$ cat config.mk
export PLATFORM = sky130hd
export DESIGN_NAME = codec_slot_fmt
export DESIGN_NICKNAME = d
export VERILOG_FILES = /design/src/rtl/sfmt_pkg.sv /design/src/rtl/sfmt_read_path.sv /design/src/rtl/sfmt_cap_route.sv /design/src/rtl/codec_slot_fmt.sv
export SDC_FILE = /design/constraint.sdc
export NUM_CORES = 1
export LEC_CHECK = 0
export BUFFER_PORTS_ARGS = -buffer_cell sky130_fd_sc_hd__clkbuf_2
export CAP_MARGIN = 5
export CELL_PAD_IN_SITES_DETAIL_PLACEMENT = 0
export CELL_PAD_IN_SITES_GLOBAL_PLACEMENT = 1
export CORE_AREA = 3 3 156 158
export CTS_CLUSTER_DIAMETER = 120
export DETAILED_ROUTE_END_ITERATION = 10
export DIE_AREA = 0 0 159 161
export GPL_ROUTABILITY_DRIVEN = 0
export GPL_TIMING_DRIVEN = 0
export HOLD_SLACK_MARGIN = 0.03
export PLACE_DENSITY = 0.79
export SYNTH_ARGS = -nofsm -noshare
export SYNTH_HDL_FRONTEND = slang
export SYNTH_SLANG_ARGS = --single-unit
$ cat constraint.sdc
create_clock -name clk -period 1.2 [get_ports clk]
set_clock_uncertainty 0.05 [all_clocks]
set_input_delay 0.18 -clock clk [delete_from_list [all_inputs] [get_ports clk]]
set_output_delay 0.18 -clock clk [all_outputs]
set_load 0.01 [all_outputs]
$ cat src/rtl/sfmt_pkg.sv
package sfmt_pkg;
  localparam int SLOT_W = 20;
  localparam int NSLOT  = 12;
  localparam int SAMP_W = 18;
  localparam int RDAT_W = 16;
  localparam int ADDR_W = 7;
  localparam int NCONV  = 6;
  localparam int TAG_W  = 16;

  typedef struct packed {
    logic       hit;
    logic [2:0] idx;
  } route_t;

  // converter feeding a given slot (1-based) under a routing mode
  function automatic route_t route_of(input logic [1:0] mode, input int slot);
    route_t r;
    r.hit = 1'b0;
    r.idx = 3'd0;
    case (mode)
      2'd0: begin
        if (slot == 3) r = '{1'b1, 3'd0};
        if (slot == 4) r = '{1'b1, 3'd1};
      end
      2'd1: begin
        if (slot == 3)  r = '{1'b1, 3'd0};
        if (slot == 4)  r = '{1'b1, 3'd1};
        if (slot == 6)  r = '{1'b1, 3'd2};
        if (slot == 7)  r = '{1'b1, 3'd3};
        if (slot == 8)  r = '{1'b1, 3'd4};
        if (slot == 11) r = '{1'b1, 3'd5};
      end
      2'd2: begin
        if (slot == 6)  r = '{1'b1, 3'd0};
        if (slot == 11) r = '{1'b1, 3'd1};
      end
      default: r.hit = 1'b0;
    endcase
    return r;
  endfunction
endpackage

$ cat src/rtl/sfmt_read_path.sv
module sfmt_read_path
  import sfmt_pkg::*;
#(
  parameter int ADDR_W_P = ADDR_W,
  parameter int RDAT_W_P = RDAT_W,
  parameter int SLOT_W_P = SLOT_W
) (
  input  logic                clk,
  input  logic                rst_n,
  input  logic                frame_start,
  input  logic                rd_req,
  input  logic [ADDR_W_P-1:0] rd_addr,
  input  logic [RDAT_W_P-1:0] rf_data,
  output logic [ADDR_W_P-1:0] rf_addr,
  output logic                rd_pend,
  output logic [SLOT_W_P-1:0] s1_word,
  output logic [SLOT_W_P-1:0] s2_word
);
  localparam int S1_LO = SLOT_W_P - 1 - ADDR_W_P;
  localparam int S2_LO = SLOT_W_P - RDAT_W_P;

  logic                pend_q, pend_d;
  logic [ADDR_W_P-1:0] addr_q, addr_d;
  logic                pend_en;

  assign pend_en = frame_start | rd_req;

  always_comb begin
    pend_d = pend_q;
    addr_d = addr_q;
    if (rd_req) begin
      pend_d = 1'b1;
      addr_d = rd_addr;
    end else if (frame_start) begin
      pend_d = 1'b0;
      addr_d = '0;
    end
  end

  always_ff @(posedge clk or negedge rst_n) begin
    if (!rst_n) begin
      pend_q <= 1'b0;
      addr_q <= '0;
    end else if (pend_en) begin
      pend_q <= pend_d;
      addr_q <= addr_d;
    end
  end

  assign rf_addr = addr_q;
  assign rd_pend = pend_q;
  assign s1_word = pend_q ? {1'b0, addr_q, {S1_LO{1'b0}}} : '0;
  assign s2_word = pend_q ? {rf_data, {S2_LO{1'b0}}} : '0;


  rd_newframe_chk: assert property (@(posedge clk) disable iff (!rst_n)
    frame_start && rd_req |=> pend_q && (rf_addr == $past(rd_addr)));

  rd_once_chk: assert property (@(posedge clk) disable iff (!rst_n)
    frame_start && !rd_req |=> !pend_q);
endmodule

$ cat src/rtl/sfmt_cap_route.sv
module sfmt_cap_route
  import sfmt_pkg::*;
#(
  parameter int NCONV_P  = NCONV,
  parameter int SAMP_W_P = SAMP_W,
  parameter int SLOT_W_P = SLOT_W,
  parameter int NSLOT_P  = NSLOT
) (
  input  logic [1:0]                  mode,
  input  logic [NCONV_P*SAMP_W_P-1:0] conv_data,
  input  logic [NCONV_P-1:0]          conv_valid,
  output logic [NSLOT_P*SLOT_W_P-1:0] cap_words,
  output logic [NSLOT_P-1:0]          cap_vld
);
  localparam int PAD_W = SLOT_W_P - SAMP_W_P;

  logic [SAMP_W_P-1:0] samp [NCONV_P];

  for (genvar c = 0; c < NCONV_P; c++) begin : g_conv
    assign samp[c] = conv_data[c*SAMP_W_P +: SAMP_W_P];
  end

  for (genvar s = 0; s < NSLOT_P; s++) begin : g_slot
    route_t r;
    always_comb r = route_of(mode, s + 1);
    assign cap_vld[s] = r.hit && conv_valid[r.idx];
    assign cap_words[s*SLOT_W_P +: SLOT_W_P] =
      cap_vld[s] ? {samp[r.idx], {PAD_W{1'b0}}} : '0;
  end
endmodule

$ cat src/rtl/codec_slot_fmt.sv
module codec_slot_fmt
  import sfmt_pkg::*;
#(
  parameter int SLOT_W_P = SLOT_W,
  parameter int NSLOT_P  = NSLOT,
  parameter int SAMP_W_P = SAMP_W,
  parameter int RDAT_W_P = RDAT_W,
  parameter int ADDR_W_P = ADDR_W,
  parameter int NCONV_P  = NCONV
) (
  input  logic                          clk,
  input  logic                          rst_n,
  input  logic                          frame_start,
  input  logic                          codec_ready,
  input  logic                          rd_req,
  input  logic [ADDR_W_P-1:0]           rd_addr,
  output logic [ADDR_W_P-1:0]           rf_addr,
  input  logic [RDAT_W_P-1:0]           rf_data,
  input  logic [1:0]                    cap_mode,
  input  logic [NCONV_P*SAMP_W_P-1:0]   conv_data,
  input  logic [NCONV_P-1:0]            conv_valid,
  output logic [TAG_W-1:0]              tag_slot,
  output logic [NSLOT_P*SLOT_W_P-1:0]   slot_words
);
  localparam int WORDS_W = NSLOT_P * SLOT_W_P;

  logic                rd_pend;
  logic [SLOT_W_P-1:0] s1_w, s2_w;
  logic [WORDS_W-1:0]  cap_w;
  logic [NSLOT_P-1:0]  cap_v;
  logic [TAG_W-1:0]    tag_d, tag_q;
  logic [WORDS_W-1:0]  words_d, words_q;

  sfmt_read_path #(
    .ADDR_W_P(ADDR_W_P), .RDAT_W_P(RDAT_W_P), .SLOT_W_P(SLOT_W_P)
  ) u_rd (
    .clk(clk), .rst_n(rst_n), .frame_start(frame_start),
    .rd_req(rd_req), .rd_addr(rd_addr), .rf_data(rf_data),
    .rf_addr(rf_addr), .rd_pend(rd_pend), .s1_word(s1_w), .s2_word(s2_w)
  );

  sfmt_cap_route #(
    .NCONV_P(NCONV_P), .SAMP_W_P(SAMP_W_P), .SLOT_W_P(SLOT_W_P), .NSLOT_P(NSLOT_P)
  ) u_cap (
    .mode(cap_mode), .conv_data(conv_data), .conv_valid(conv_valid),
    .cap_words(cap_w), .cap_vld(cap_v)
  );

  always_comb begin
    tag_d   = tag_q;
    words_d = words_q;
    if (frame_start) begin
      words_d                     = cap_w;
      words_d[0 +: SLOT_W_P]        = s1_w;
      words_d[SLOT_W_P +: SLOT_W_P] = s2_w;
      tag_d                       = '0;
      tag_d[TAG_W-1]              = codec_ready;
      tag_d[TAG_W-2]              = rd_pend;
      tag_d[TAG_W-3]              = rd_pend;
      for (int s = 3; s <= NSLOT_P; s++) tag_d[TAG_W-1-s] = cap_v[s-1];
    end
  end

  always_ff @(posedge clk or negedge rst_n) begin
    if (!rst_n) begin
      tag_q   <= '0;
      words_q <= '0;
    end else if (frame_start) begin
      tag_q   <= tag_d;
      words_q <= words_d;
    end
  end

  assign tag_slot   = tag_q;
  assign slot_words = words_q;


  frame_hold_chk: assert property (@(posedge clk) disable iff (!rst_n)
    !frame_start |=> $stable(tag_slot) && $stable(slot_words));

  rd_echo_chk: assert property (@(posedge clk) disable iff (!rst_n)
    frame_start && rd_pend |=> tag_slot[14] && tag_slot[13] &&
      (slot_words[18:12] == $past(rf_addr)) && !slot_words[19] &&
      (slot_words[11:0] == 12'd0));

  rd_data_chk: assert property (@(posedge clk) disable iff (!rst_n)
    frame_start && rd_pend |=> (slot_words[39:24] == $past(rf_data)) &&
      (slot_words[23:20] == 4'd0));

  rd_idle_chk: assert property (@(posedge clk) disable iff (!rst_n)
    frame_start && !rd_pend |=> (tag_slot[14:13] == 2'b00) &&
      (slot_words[39:0] == 40'd0));

  mode_off_chk: assert property (@(posedge clk) disable iff (!rst_n)
    frame_start && (cap_mode == 2'd3) |=> ((tag_slot & 16'h1B90) == 16'h0000));

  fixed_zero_chk: assert property (@(posedge clk) disable iff (!rst_n)
    (tag_slot[2:0] == 3'd0) && !tag_slot[10] && !tag_slot[6] &&
      !tag_slot[5] && !tag_slot[3]);

  for (genvar s = 0; s < NSLOT_P; s++) begin : g_chk

    slot_pad_chk: assert property (@(posedge clk) disable iff (!rst_n)
      slot_words[s*SLOT_W_P +: 2] == 2'b00);

    slot_gate_chk: assert property (@(posedge clk) disable iff (!rst_n)
      !tag_slot[TAG_W-2-s] |-> (slot_words[s*SLOT_W_P +: SLOT_W_P] == '0));
  end
endmodule

==> parameters.txt <==
Parameter                              Value

Place
  HPWL after DPL ... ~18000 um
  Number of buffers added on ports ... about 290
  Worst slack, placed ... -651.4 ps
  Area after DPL ... between 9000 and 10000 sq um

Job
  Number of violations of the max-capacitance limit ... 0

Yosys
  Multiplexer share of the synthesized area ... slightly below 6%
  Cell taking the most area after synthesis ... sky130_fd_sc_hd__dfrtp_1
  Sequential fraction of the synthesis area ... 51.59%
  Number of warnings reported in the yosys synthesis log ... 0
  Simple-Gate Fraction of Synth Area ... roughly 4.4%
  Combinational family with the most area after synthesis ... buffers and inverters
  Instance count of the mapped netlist ... roughly 640
  Cells taking the most area after synthesis ... sky130_fd_sc_hd__dfrtp_1 52%, sky130_fd_sc_hd__buf_4 13%, sky130_fd_sc_hd__a22o_1 6.8%, sky130_fd_sc_hd__mux2i_1 5.2%, sky130_fd_sc_hd__inv_1 4.2%
  Synth cell types ... 29
  Synthesized-area fraction occupied by ao, oa, aoi and oai cells ... between 10% and 20%
  Cell area after synthesis ... a little over 7000 sq um
  Proportion of netlist area held by the largest area contributor ... roughly half
  Adder and majority cell fraction of the synthesized area ... less than 1%
  Flops & latches, synth ... roughly 150
  Synthesized area per cell ... 11.21 sq um
  Xor-xnor portion of the synthesized cell area ... 0%

Timing
  Shortest clock period the worst path allows after layout ... ~1300 ps
  Count of endpoints failing setup in the final report ... 2
  Fmax achieved ... between 700 and 800 MHz
  Final Max Slew Viols ... 0
  Transition time of the tightest slew-check pin ... around 850 ps
  Fin. Hold Viols ... 64
  Minimum setup slack in the final design ... -95.25 ps
  Final hold slack ... -300.3 ps
  Worst-case headroom to the max-slew limit ... approximately 43%
  Part of the cycle the worst path needs ... 107.9%
  Unrepaired setup endpoints after global routing ... true

Status
  Run status ... complete, but fails checks
  Failing checks ... negative hold slack, negative setup slack

Worst setup path
  Type of element launching the critical path ... flip-flop
  Worst reg-to-reg path cell count ... 4
  Biggest cell delay along the critical path ... 420 ps
  Kind of end point of the critical path ... output port
  Required time at the worst-slack endpoint ... slightly below 1000 ps
  Crit Reg-Reg Endpoint ... slot_words[27]
  Worst reg2reg startpoint ... u_rd.rd_pend
  Arrival time at the worst endpoint ... 1070 ps
  CP Cell Sequence ... buf_6, buf_6
  Critical path fanouts, max ... 3
  Category of the most critical setup path ... reg2out
  Slowest CP cell ... sky130_fd_sc_hd__dfrtp_1
  Reg2Reg Setup Slack ... 90 ps
  Cell type with the highest occurrence count on the critical path ... sky130_fd_sc_hd__buf_6

GRT
  Wire length of the first global-routing pass ... 37810 um
  GR Util All Layers ... 18.68%
  Number of antenna violations at the first check in global routing ... 1
  Largest net degree at the start of global routing ... 84
  Residual overflow from global routing ... 0
  Number of global-route vias before repair ... between 6000 and 7000

Cells and area
  Area overhead of the layout relative to synthesis ... 68.38%
  Layout cell share with drive strength beyond 1 ... 45.81%
  Highest-count cells in the layout ignoring fill and taps ... 263 x sky130_fd_sc_hd__clkbuf_2, 177 x sky130_fd_sc_hd__buf_4, 147 x sky130_fd_sc_hd__dfrtp_1
  Most common library cell in the layout ignoring fill and taps ... sky130_fd_sc_hd__clkbuf_2
  Summed area of non-filler cells in the final layout ... approximately 12000 sq um
  Final net count ... around 1400

Power and ir drop
  Flop pwr share ... between 30% and 40%
  Power density of the placed cells ... about 1200 nW/um^2
  Gate power share ... between 20% and 30%
  Static Leak ... between 6 and 7 nW
  Max IR drop VDD ... about 0.8 mV
  Switching component of the power ... roughly 0.0039 W
  Switching share of power ... around 28%
  Cell-internal power ... 0.01017 W
  Share of power burned in the clock network ... just under 40%

Drt
  Number of iterations in the first detailed-routing pass ... 5
  Total number of vias ... about 6700
  ANT nets after route ... 0
  Overall routed net length ... about 25000 um
  Mean routed wirelength per cell ... about 16 um
  Detailed Route Iter0 Violations ... around 330
  Via count normalized by instance count ... 4.269
  Detailed-route DRC error count ... 0

Clock tree
  Clk Tree Root Cell ... sky130_fd_sc_hd__clkbuf_16
  TritonCTS clock tree ... built
  Buffers from clock root to sink, at most ... 2
  Clock Sink Count ... 147
  Count of H-tree levels built during CTS ... 4
  CTS clk-pin slew, worst paths ... roughly 60 ps
  CTS buffer count ... 17
  Total of hold buffers inserted after clock tree synthesis ... about 110
  Clock latency on the worst-skew pair ... between 400 and 500 ps

Floorplan
  Total I/O pin count ... 407
  Row cnt ... between 50 and 60
  Die H ... 161 um
  Overall die width ... between 150 and 200 um
  Floorplan Core Area ... between 20000 and 25000 sq um
  Area of the die ... roughly 26000 sq um
  Initial core utilization ... 30.65%

Worst hold path
  Min-delay worst type ... in2async
power by group through the flow:
stage / clock, W / sequential (W) / combinational [W]
detailed placement: 0 / 0.00556 / 0.00237
global placement: 0 / 0.00555 / 0.00234
CTS: 0.00574 / 0.00546 / 0.00273
floorplan: 0 / 0.00570 / 0.00120
global route: 0.00593 / 0.00550 / 0.00323
finish: 0.00559 / 0.00547 / 0.00299
per-stage QoR:
step,total power (W),setup TNS [ps],utilization (%),hold WS [ps],cells
finish,0.01405,-109.3,51.61,-300.3,1561
global route,0.01467,-1143,51.60,-276.5,1560
CTS,0.01394,-301.2,49.13,-288.8,1513
detailed placement,0.007926,-48600,41.27,168.5,1360
global placement,0.007885,-447520,41.11,341.5,1359
floorplan,0.006895,-6727,-,-165.6,751
synthesized netlist by cell type:
library cell and count:
sky130_fd_sc_hd__inv_1 79, sky130_fd_sc_hd__ha_1 3, sky130_fd_sc_hd__mux2_2 2, sky130_fd_sc_hd__buf_8 1
sky130_fd_sc_hd__nand3_1 23, sky130_fd_sc_hd__buf_2 18, sky130_fd_sc_hd__nand2_4 1, sky130_fd_sc_hd__mux2i_2 2
sky130_fd_sc_hd__o32ai_2 3, sky130_fd_sc_hd__buf_6 4, sky130_fd_sc_hd__inv_2 1, sky130_fd_sc_hd__a22o_1 55
sky130_fd_sc_hd__o32ai_1 33, sky130_fd_sc_hd__clkinv_1 1, sky130_fd_sc_hd__o21ai_0 29, sky130_fd_sc_hd__buf_4 119
sky130_fd_sc_hd__mux2i_1 37, sky130_fd_sc_hd__o211a_1 2, sky130_fd_sc_hd__a21o_1 4, sky130_fd_sc_hd__clkbuf_1 17
sky130_fd_sc_hd__o41ai_2 9, sky130_fd_sc_hd__o2bb2ai_1 3, sky130_fd_sc_hd__nor2_1 1, sky130_fd_sc_hd__conb_1 1
sky130_fd_sc_hd__dfrtp_1 147, sky130_fd_sc_hd__nand2b_1 24, sky130_fd_sc_hd__o41ai_1 9, sky130_fd_sc_hd__nand2_1 7
sky130_fd_sc_hd__and3_1 1
timing repair:
item / in CTS / in global routing
endpoints found under the hold margin: 169 / 64
setup endpoints to repair: 76 / 128
resized for setup: 10 / 66
setup buffers: 16 / 45
gates cloned: 0 / 1
pin swaps: 0 / 4
registers in the layout, summed over array words and instances, names as in the netlist:
register and cells:
slot_words 131, u_rd.rd_pend 1, tag_slot 8, u_rd.rf_addr 7
logic make-up after synthesis:
kind of cell,after synthesis
other,1
buffers and inverters,240
adder cells (fa/ha/maj),3
AND/OR/NAND/NOR,57
multiplexers,41
AO/OA/AOI/OAI,147
flip-flops,147
area by class of cell:
cell class                 count  area, sq um
clock inverter                13        172.7
buffer                       159         1206
timing repair buffer         457         3138
sequential                   147         3679
multi-input combinational    364         2651
inverter                      81        312.8
clock buffer                  19        442.9
tap                          319        399.1
fill                        2136        11260
antenna                        2        5.005
critical path, delay by kind of cell (launching register included):
| kind | cells | cell delay [ps] |
|---|---|---|
| buf+inv | 2 | 240 |
| flops | 1 | 420 |
layer usage:
| metal | up-vias | part of all wire (%) | GRT usage [%] |
|---|---|---|---|
| met2 | 267 | 52 | 32.79 |
| met1 | 3218 | 41 | 23.32 |
| li1 | 3154 | - | - |
| met5 | - | 0 | 0 |
| met3 | 25 | 5.3 | 3.385 |
| met4 | 0 | 1.8 | 6.248 |
worst max-delay path by stage:
stage / startpoint / endpoint / slack [ps] / cells past startpoint
after floorplan: cap_mode[1] / slot_words[51] / -120 / 6
after global placement: rst_n / slot_words[72] / -2750 / 1
after detailed placement: frame_start / slot_words[153] / -650 / 5
after CTS: tag_slot[14] / tag_slot[14] / -140 / 2
after global routing: tag_slot[14] / tag_slot[14] / -130 / 2
final: tag_slot[14] / tag_slot[14] / -100 / 2
No activity file was read; power rests on OpenSTA's default activity.
